===== src/rtl/pkey_gate_pkg.sv =====
package pkey_gate_pkg;

    typedef enum logic [1:0] {
        ACC_READ  = 2'd0,
        ACC_WRITE = 2'd1,
        ACC_FETCH = 2'd2,
        ACC_RSVD  = 2'd3
    } acc_kind_e;

    localparam int ERR_P_BIT  = 0;
    localparam int ERR_WR_BIT = 1;
    localparam int ERR_U_BIT  = 2;
    localparam int ERR_PK_BIT = 5;

    typedef struct packed {
        logic      gate_on;
        logic      user;
        acc_kind_e kind;
    } chk_ctx_t;

    typedef struct packed {
        logic deny;
        logic is_write;
    } verdict_t;

    function automatic logic kind_is_data(acc_kind_e k);
        return (k == ACC_READ) || (k == ACC_WRITE);
    endfunction

endpackage


===== src/rtl/pkey_rights_reg.sv =====
module pkey_rights_reg #(
    parameter int W     = 32,
    parameter int SEL_W = 32
) (
    input  logic             clk,
    input  logic             rst,
    input  logic             rd_en,
    input  logic             wr_en,
    input  logic [SEL_W-1:0] sel,
    input  logic [W-1:0]     wdata,
    output logic [W-1:0]     rights,
    output logic [W-1:0]     rdata,
    output logic             done,
    output logic             illegal
);

    logic sel_ok;
    logic any_op;

    assign sel_ok = (sel == '0);
    assign any_op = rd_en | wr_en;

    always_ff @(posedge clk) begin
        if (rst) begin
            rights  <= '0;
            rdata   <= '0;
            done    <= 1'b0;
            illegal <= 1'b0;
        end else begin
            done    <= any_op & sel_ok;
            illegal <= any_op & ~sel_ok;
            if (rd_en && sel_ok) begin
                rdata <= rights;
            end
            if (wr_en && sel_ok) begin
                rights <= wdata;
            end
        end
    end

endmodule


===== src/rtl/pkey_decide.sv =====
module pkey_decide
    import pkey_gate_pkg::*;
#(
    parameter int KEY_W = 4
) (
    input  logic [2*(2**KEY_W)-1:0] rights,
    input  logic [KEY_W-1:0]        key,
    input  chk_ctx_t                ctx,
    output verdict_t                verdict
);

    localparam int NKEYS = 2**KEY_W;

    logic [NKEYS-1:0] ad_vec;
    logic [NKEYS-1:0] wd_vec;

    for (genvar g = 0; g < NKEYS; g++) begin : g_split
        assign ad_vec[g] = rights[2*g];
        assign wd_vec[g] = rights[2*g+1];
    end

    logic ad_hit;
    logic wd_hit;
    logic wr;

    always_comb begin
        ad_hit = ad_vec[key];
        wd_hit = wd_vec[key];
        wr     = (ctx.kind == ACC_WRITE);
        verdict.is_write = wr;
        verdict.deny     = 1'b0;
        if (ctx.gate_on && ctx.user && kind_is_data(ctx.kind)) begin
            verdict.deny = ad_hit | (wd_hit & wr);
        end
    end

endmodule


===== src/rtl/pkey_gate.sv =====
module pkey_gate
    import pkey_gate_pkg::*;
#(
    parameter int PTE_W   = 64,
    parameter int KEY_LSB = 59,
    parameter int KEY_W   = 4,
    parameter int CTL_W   = 32,
    parameter int EN_BIT  = 22,
    parameter int SEL_W   = 32,
    parameter int ERR_W   = 16,
    localparam int NKEYS    = 2**KEY_W,
    localparam int RIGHTS_W = 2*NKEYS
) (
    input  logic                clk,
    input  logic                rst,
    input  logic                rr_rd_en,
    input  logic                rr_wr_en,
    input  logic [SEL_W-1:0]    rr_sel,
    input  logic [RIGHTS_W-1:0] rr_wdata,
    output logic [RIGHTS_W-1:0] rr_rdata,
    output logic                rr_done,
    output logic                rr_illegal,
    input  logic                chk_valid,
    input  logic [PTE_W-1:0]    chk_pte,
    input  logic [1:0]          chk_kind,
    input  logic                chk_user,
    input  logic                chk_paging,
    input  logic [CTL_W-1:0]    chk_ctl,
    output logic                rsp_valid,
    output logic                rsp_deny,
    output logic [ERR_W-1:0]    rsp_err
);

    logic [RIGHTS_W-1:0] rights_q;

    pkey_rights_reg #(
        .W     (RIGHTS_W),
        .SEL_W (SEL_W)
    ) u_regs (
        .clk     (clk),
        .rst     (rst),
        .rd_en   (rr_rd_en),
        .wr_en   (rr_wr_en),
        .sel     (rr_sel),
        .wdata   (rr_wdata),
        .rights  (rights_q),
        .rdata   (rr_rdata),
        .done    (rr_done),
        .illegal (rr_illegal)
    );

    logic [KEY_W-1:0] key;
    chk_ctx_t         ctx;
    verdict_t         verdict;
    logic             field_unused;

    assign key          = chk_pte[KEY_LSB +: KEY_W];
    assign ctx.gate_on  = chk_paging & chk_ctl[EN_BIT];
    assign ctx.user     = chk_user;
    assign ctx.kind     = acc_kind_e'(chk_kind);
    assign field_unused = ^{chk_pte[PTE_W-1:KEY_LSB+KEY_W], chk_pte[KEY_LSB-1:0],
                            chk_ctl[CTL_W-1:EN_BIT+1], chk_ctl[EN_BIT-1:0]};

    pkey_decide #(
        .KEY_W (KEY_W)
    ) u_decide (
        .rights  (rights_q),
        .key     (key),
        .ctx     (ctx),
        .verdict (verdict)
    );

    logic [ERR_W-1:0] err_d;

    always_comb begin
        err_d = '0;
        if (verdict.deny) begin
            err_d[ERR_P_BIT]  = 1'b1;
            err_d[ERR_WR_BIT] = verdict.is_write;
            err_d[ERR_U_BIT]  = 1'b1;
            err_d[ERR_PK_BIT] = 1'b1;
        end
    end

    always_ff @(posedge clk) begin
        if (rst) begin
            rsp_valid <= 1'b0;
            rsp_deny  <= 1'b0;
            rsp_err   <= '0;
        end else begin
            rsp_valid <= chk_valid;
            rsp_deny  <= chk_valid & verdict.deny;
            rsp_err   <= chk_valid ? err_d : '0;
        end
    end

endmodule


===== config.mk =====
export PLATFORM = sky130hd
export DESIGN_NAME = pkey_gate
export DESIGN_NICKNAME = d
export VERILOG_FILES = /design/src/rtl/pkey_gate_pkg.sv /design/src/rtl/pkey_rights_reg.sv /design/src/rtl/pkey_decide.sv /design/src/rtl/pkey_gate.sv
export SDC_FILE = /design/constraint.sdc
export NUM_CORES = 1
export LEC_CHECK = 0
export ABC_CLOCK_PERIOD_IN_PS = 4400
export BUFFER_PORTS_ARGS = -buffer_cell sky130_fd_sc_hd__buf_2
export CORE_MARGIN = 2
export CORE_UTILIZATION = 45
export DETAILED_ROUTE_END_ITERATION = 8
export GPL_ROUTABILITY_DRIVEN = 0
export PLACE_DENSITY = 0.85
export SETUP_SLACK_MARGIN = 0.02
export SLEW_MARGIN = 0
export SYNTH_ARGS = -nofsm -noshare
export SYNTH_HDL_FRONTEND = slang
export SYNTH_SLANG_ARGS = --single-unit

===== constraint.sdc =====
create_clock -name clk -period 4.4 [get_ports clk]
set_clock_uncertainty 0.1 [all_clocks]
set_input_delay 0.66 -clock clk [delete_from_list [all_inputs] [get_ports clk]]
set_output_delay 0.66 -clock clk [all_outputs]
set_load 0.01 [all_outputs]

==> results of run 1 <==
==> logic make-up after synthesis <==
kind of cell / Yosys count
muxes: 76
other: 1
buffers and inverters: 35
AOI/OAI and AO/OA: 6
and+or+nand+nor: 123
DFF: 70
==> cells in the mapped netlist <==
cell type	count	area [um2]
a22oi_1	1	7.51
mux2_2	2	22.5
dfxtp_1	70	1400
nor3_1	3	15.0
nand2_1	1	3.75
mux2i_1	68	681
and4_1	2	17.5
clkbuf_2	1	5.00
buf_2	4	20.0
clkbuf_1	10	37.5
buf_4	17	128
nand2b_1	96	601
nor2b_1	4	25.0
nor2_1	3	11.3
a22o_1	1	8.76
a21boi_0	1	7.51
buf_6	1	11.3
inv_1	2	7.51
nand4_1	1	6.26
a31o_2	1	8.76
nand3_2	1	10.0
mux4_2	2	45.0
conb_1	1	3.75
and3_1	3	18.8
a211oi_2	1	12.5
mux4_1	4	105
a211oi_1	1	7.51
nor4_1	9	56.3
==> how the worst min path moves through the flow <==
| stage | to | slack [ns] | start |
|---|---|---|---|
| 3_5_place_dp | u_regs.rdata[5] | 0.36 | u_regs.rdata[5] |
| 6_report | u_regs.rdata[15] | 0.38 | u_regs.rdata[15] |
| 4_1_cts | u_regs.rdata[5] | 0.38 | u_regs.rdata[5] |
| 2_1_floorplan | u_regs.rights[11] | 0.37 | u_regs.rights[11] |
| 3_3_place_gp | u_regs.rdata[5] | 0.36 | u_regs.rdata[5] |
| 5_1_grt | u_regs.rdata[5] | 0.39 | u_regs.rdata[5] |
==> tightest hold or removal path: cells and delay by family, from the launching register on <==
family | cells | cell delay (ns)
DFF | 1 | 0.31
and+or+nand+nor | 1 | 0.06
muxes | 1 | 0.06
==> metrics by stage <==
| step | cells | util | total power (W) | setup WS [ns] | area (um2) |
|---|---|---|---|---|---|
| 2_1_floorplan | 322 | - | 0.000702 | 2.31 | 3330 |
| 3_3_place_gp | 506 | 0.535 | 0.000735 | 1.72 | 3840 |
| 3_5_place_dp | 506 | 0.535 | 0.000737 | 1.69 | 3840 |
| 4_1_cts | 522 | 0.561 | 0.00123 | 2.05 | 4030 |
| 5_1_grt | 522 | 0.561 | 0.00126 | 1.88 | 4030 |
| 6_report | 522 | 0.561 | 0.00121 | 2.04 | 4030 |
==> final cells by class <==
class,count,area share
Timing Repair Buffer,118,0.147
Clock buffer,9,0.0308
Clock inverter,7,0.0152
Tap cell,99,0.0308
Multi-Input combinational cell,217,0.426
Inverter,2,0.00186
Sequential cell,70,0.348
==> metal layers <==
| layer | GRT usage | vias up | part of all wire |
|---|---|---|---|
| met4 | 0.0651 | 0 | 0.010 |
| met1 | 0.227 | 1163 | 0.45 |
| met3 | 0.0619 | 5 | 0.079 |
| li1 | - | 1256 | - |
| met5 | 0 | - | 0 |
| met2 | 0.319 | 113 | 0.46 |
==> state kept, by name, indices dropped and copies added (netlist names) <==
register        count
u_regs.done         1
u_regs.rights      32
u_regs.illegal      1
rsp_valid           1
rsp_err             2
u_regs.rdata       32
rsp_deny            1
==> power by group <==
part	internal, W	switching [W]	leakage (nW)
clock	0.000216	0.000277	0.0892
combinational	0.0000484	0.0000393	1.20
sequential	0.000634	0.000000215	0.564
==> impl_results.md, run 1 <==
- Routed len/inst: 14.3 um
- Most frequent cells in the layout: buf_2 (117), nand2b_1 (96), dfxtp_1 (70)
- CP endpoint kind: flop
- Overall routing resource usage: 0.189
- Peak supply drop: 0.000164 V
- Filler Cell Count: 641
- Area Overhead vs Synth: 22.6%
- Die H: 89.4 um
- Hold WC Path Type: reg -> reg
- Overflow after GRT: 0
- Worst Path Arrival: 2.53 ns
- Vias in the first global route: 2437
- Antenna violations before repair: 0
- Initial Util: 0.458
- MaxCap Viol Count: 0
- Hold-fix buffer count after cts: 0
- Hold path cells: 2
- Post-synth cell types: 28
- Worst Setup SP: rr_sel[26]
- Unrepaired setup endpoints after global routing: no
- Total number of vias: 2537
- Largest net degree at the start of global routing: 59
- Largest family of logic cells by synthesized area: multiplexers
- Outcome: finished clean
- Residual DRC: 0
- Antenna-violating nets left: 0
- Detailed Route Iter0 Violations: 68
- Commonest non-fill, non-tap cell in the layout: buf_2
- Post-layout nets: 587
- CP max stage delay: 0.89 ns
- CP Class: in -> reg
- Rows: 31
- 1st-pass router iterations: 4
- Worst hold slack: 0.378 ns
- # clock sinks: 70
- Yosys reg bits: 70
- Synth warnings: 0
- WP depth: 5
- Synth Area in Compound Gates: 0.0160
- Clk_lat worst skew: 0.36 ns
- Slowest cell on crit path: and3_2
- Clock root cell: clkbuf_8
- Delay-heaviest family, CP: simple AND/OR/NAND/NOR gates
- Die width: 89.4 um
- Worst slew pin tran: 1.02 ns
- Post-CTS Resized: 0
- Setup crit end: u_regs.rights[17]
- FF+latch area: 1400 um2
- DIE AREA: 8000 um2
- Worst path cell trace: buf_2, nor4_1, and4_1, and3_2, mux2i_1
- Core area: 7180 um2
- Top Ports: 221
- Port-buffer cells: 117
- Final HPWL DP: 5550 um
- CTS tree: yes
- Hold Vio Cnt, Final: 0
- Reg-to-Reg End: rsp_deny
- CTS H-Tree Depth: 3
- Highest Clock Rate: 0.423 GHz
- Final WL: 7490 um
- # diodes: 0
- CP required: 4.56 ns
- Share of layout cells above drive strength 1: 0.336
- Synthesized area: 3280 um2
- Final period util: 0.537
- WP buf/inv: 1
- Max clock buf depth: 2
- Syn Inst Count: 311
- Register area share after synthesis: 0.427
- Mux cell area share after synthesis: 0.260
- Synth Area in XOR/XNOR: 0
- Power Dens Cells: 302 nW/um2
- Type of origin of the critical path: input pin
- Fin Setup TNS: 0 ns
- Vias per inst: 4.86
- R2R Setup Slk: 2.73 ns
- Worst r2r src: u_regs.rights[29]
- Setup Buffers After CTS: 0
- Final critical-path required period: 2.36 ns
- Max-slew violations: 0
- Leakage: 1.85 nW
- Worst slew margin: 0.319
- Worst-path maximum fanout: 32
- First-pass GRT wire length: 11200 um
- Worst-path clk slew: 0.08 ns
- Num CTS Buffers: 9
- Multi-input combinational cell area: 1720 um2
- Mapped Avg Cell Area: 10.6 um2
- Adder-Cell Fraction of Synth Area: 0
- Simple-gate portion of the synthesized area: 0.233
- Setup Viol. Count Final: 0
- Worst reg2reg path depth: 4
Power figures use the tool's default switching activity.
==> run 2, diff against run 1 <==
- ABC_AREA: default -> 1
- ABC_CLOCK_PERIOD_IN_PS: 4400 -> 2270
- CORE_UTILIZATION: 45 -> 43
- PLACE_DENSITY: 0.85 -> 0.8
- clock period: 4.4 -> 2.27 ns (I/O delays scaled with it)
==> impl_results.md, run 2 <==
- Outcome: finished clean
- Biggest regs: u_regs.rdata (32), u_regs.rights (32), rsp_err (2)
- Setup Buffers After CTS: 0 (unchanged)
- CTS H-Tree Depth: 3 (unchanged)
- CP Class: in -> reg
- CTS tree: yes
- R2R Setup Slk: 1.01 ns (-1.72 ns)
- Hold Vio Cnt, Final: 0 (unchanged)
- First-pass GRT wire length: 14100 um (+26%)
- Final critical-path required period: 1.62 ns
- Die width: 94.7 um (+5.9%)
- Yosys reg bits: 70 (unchanged)
- Die H: 94.7 um (+5.9%)
- Routed len/inst: 11.7 um (-19%)
- Post-synth EDFFs: 0 (unchanged)
- Worst-path maximum fanout: 17 (-47%)
- Worst r2r src: u_regs.rights[15]
- Area contributors post-synth: dfxtp_1 (40%), nand3_1 (13%), nand2_1 (11%), nor2_1 (9.3%), a21oi_1 (9.2%)
- Worst Path Arrival: 1.80 ns (-0.73 ns)
- Worst reg2reg path depth: 8 (+4)
- Final core utilization: 0.534 (-0.0268)
- Hold Crit Start: rst
- Antenna violations before repair: 0 (unchanged)
- Leakage: 2.14 nW (+16%)
- Overflow after GRT: 0 (unchanged)
- Port-buffer cells: 117 (unchanged)
- Power Dens Cells: 623 nW/um2 (+110%)
- Dpl cell area: 4080 um2 (+6.2%)
- Worst hold slack: 0.0824 ns (-0.295 ns)
- Detailed Route Iter0 Violations: 195 (+190%)
- Final HPWL DP: 6160 um (+11%)
- Synthesized area: 3540 um2 (+7.7%)
- Unrepaired setup endpoints after global routing: no
- Worst Setup SP: chk_pte[59]
- Post-synth cell types: 17 (-39%)
- # diodes: 0 (unchanged)
- Setup crit end: rsp_err[1]
- Max clock buf depth: 2 (unchanged)
- Overall routing resource usage: 0.199 (+0.00950)
- Commonest non-fill, non-tap cell in the layout: buf_2
- Synth top area share: 0.396 (-0.0305)
- DIE AREA: 8970 um2 (+12%)
- Worst slew margin: 0.640 (+0.321)
- Synth cell count leaders: nand2_1 (107), nand3_1 (89), nor2_1 (88)
- CP required: 2.46 ns (-2.10 ns)
- Total number of vias: 3600 (+42%)
- Share of layout cells above drive strength 1: 0.216 (-0.120)
- Post-layout nets: 813 (+39%)
- Largest net degree at the start of global routing: 72 (+22%)
- Worst slew pin tran: 0.540 ns (-0.481 ns)
- Top Ports: 221 (unchanged)
- Share of flip-flops with an asynchronous set or reset: 0 (unchanged)
- Vias per inst: 4.77 (-1.8%)
- MaxCap Viol Count: 0 (unchanged)
- Post-CTS Resized: 0 (unchanged)
- Max-slew violations: 0 (unchanged)
- 1st-pass router iterations: 6 (+2)
- Clk_lat worst skew: 0.34 ns (-0.02 ns)
- Setup Viol. Count Final: 0 (unchanged)
- Synth warnings: 0 (unchanged)
- Core area: 8090 um2 (+13%)
- Most frequent cells in the layout: buf_2 (117), nand2_1 (107), nand3_1 (89)
- Final period util: 0.713
- Highest Clock Rate: 0.618 GHz
- Rows: 33 (+6.5%)
- Reg-to-Reg End: rsp_err[1]
- Register area share after synthesis: 0.396 (-0.0305)
- Area Overhead vs Synth: 22.3%
- Num CTS Buffers: 9 (unchanged)
- Final WL: 8810 um (+18%)
- Hold WC Path Type: in -> reg
- Area leader, netlist: dfxtp_1
- Fin Setup TNS: 0 ns (unchanged)
- Most common cell in the netlist: nand2_1
- Antenna-violating nets left: 0 (unchanged)
- Clock root cell: clkbuf_8
- Mapped Avg Cell Area: 6.40 um2 (-39%)
- CP endpoint kind: flop
- Peak supply drop: 0.000267 V (+63%)
- Vias in the first global route: 3176 (+30%)
- Residual DRC: 0 (unchanged)
- Cell area after layout: 4330 um2 (+7.4%)
- Worst-path clk slew: 0.08 ns (about the same)
- Hold-fix buffer count after cts: 0 (unchanged)
- # clock sinks: 70 (unchanged)
- Primary FF master, synth: dfxtp_1
- Syn Inst Count: 553 (+78%)
- Initial Util: 0.437 (-0.0206)
- Type of origin of the critical path: input pin
run 2: power by group:
| group | internal [W] | leakage (nW) | switching, W |
|---|---|---|---|
| Clock | 0.000758 | 0.126 | 0.000473 |
| Combinational | 0.0000911 | 1.45 | 0.000145 |
| Sequential | 0.00123 | 0.564 | 0.000000545 |
run 2: final cells by class:
class / instances / area, um2
clock buffers: 10 / 138
multi-input cells: 368 / 1600
fillers: 824 / 3770
flip-flops and latches: 70 / 1400
clock inverters: 6 / 109
well taps: 105 / 131
inverters: 73 / 274
repair buffers: 122 / 673
run 2: logic make-up (layout without fill, tap and decap cells):
family,count (synthesis),in the layout,synth area share
DFF,70,70,0.396
other,1,12,0.00106
and+or+nand+nor,290,290,0.344
buffers and inverters,126,211,0.165
AOI/OAI and AO/OA,66,66,0.0934
run 2: worst min-delay path by stage:
stage	endpoint	slack [ns]	cells past startpoint
floorplan	rsp_valid	0.31	1
global placement	u_regs.rights[7]	0.36	2
detailed placement	u_regs.rdata[26]	0.36	2
CTS	rsp_valid	0.08	2
global route	rsp_valid	0.09	2
finish	rsp_valid	0.08	2
run 2: routing by layer:
metal | vias to the layer above | track usage | share of wire
li1 | 1884 | - | -
met1 | 1538 | 0.253 | 0.44
met2 | 164 | 0.338 | 0.46
met3 | 14 | 0.0311 | 0.082
met4 | 0 | 0.0749 | 0.016
met5 | - | 0 | 0
run 2: metrics by stage:
step	power [W]	worst slack [ns]	instances
6_report	0.00270	0.652	754
5_1_grt	0.00280	0.507	754
4_1_cts	0.00272	0.662	754
3_5_place_dp	0.00149	0.369	738
3_3_place_gp	0.00149	0.367	738
2_1_floorplan	0.00141	0.805	564
run 2: critical path, cell delays in order:
cell and delay [ns]:
buf_2 0.30, inv_1 0.35, nand2_1 0.17, nand3_1 0.12, nand3_1 0.10, nand3_1 0.07
nand2_1 0.09, nand3_1 0.13, nor2_1 0.11
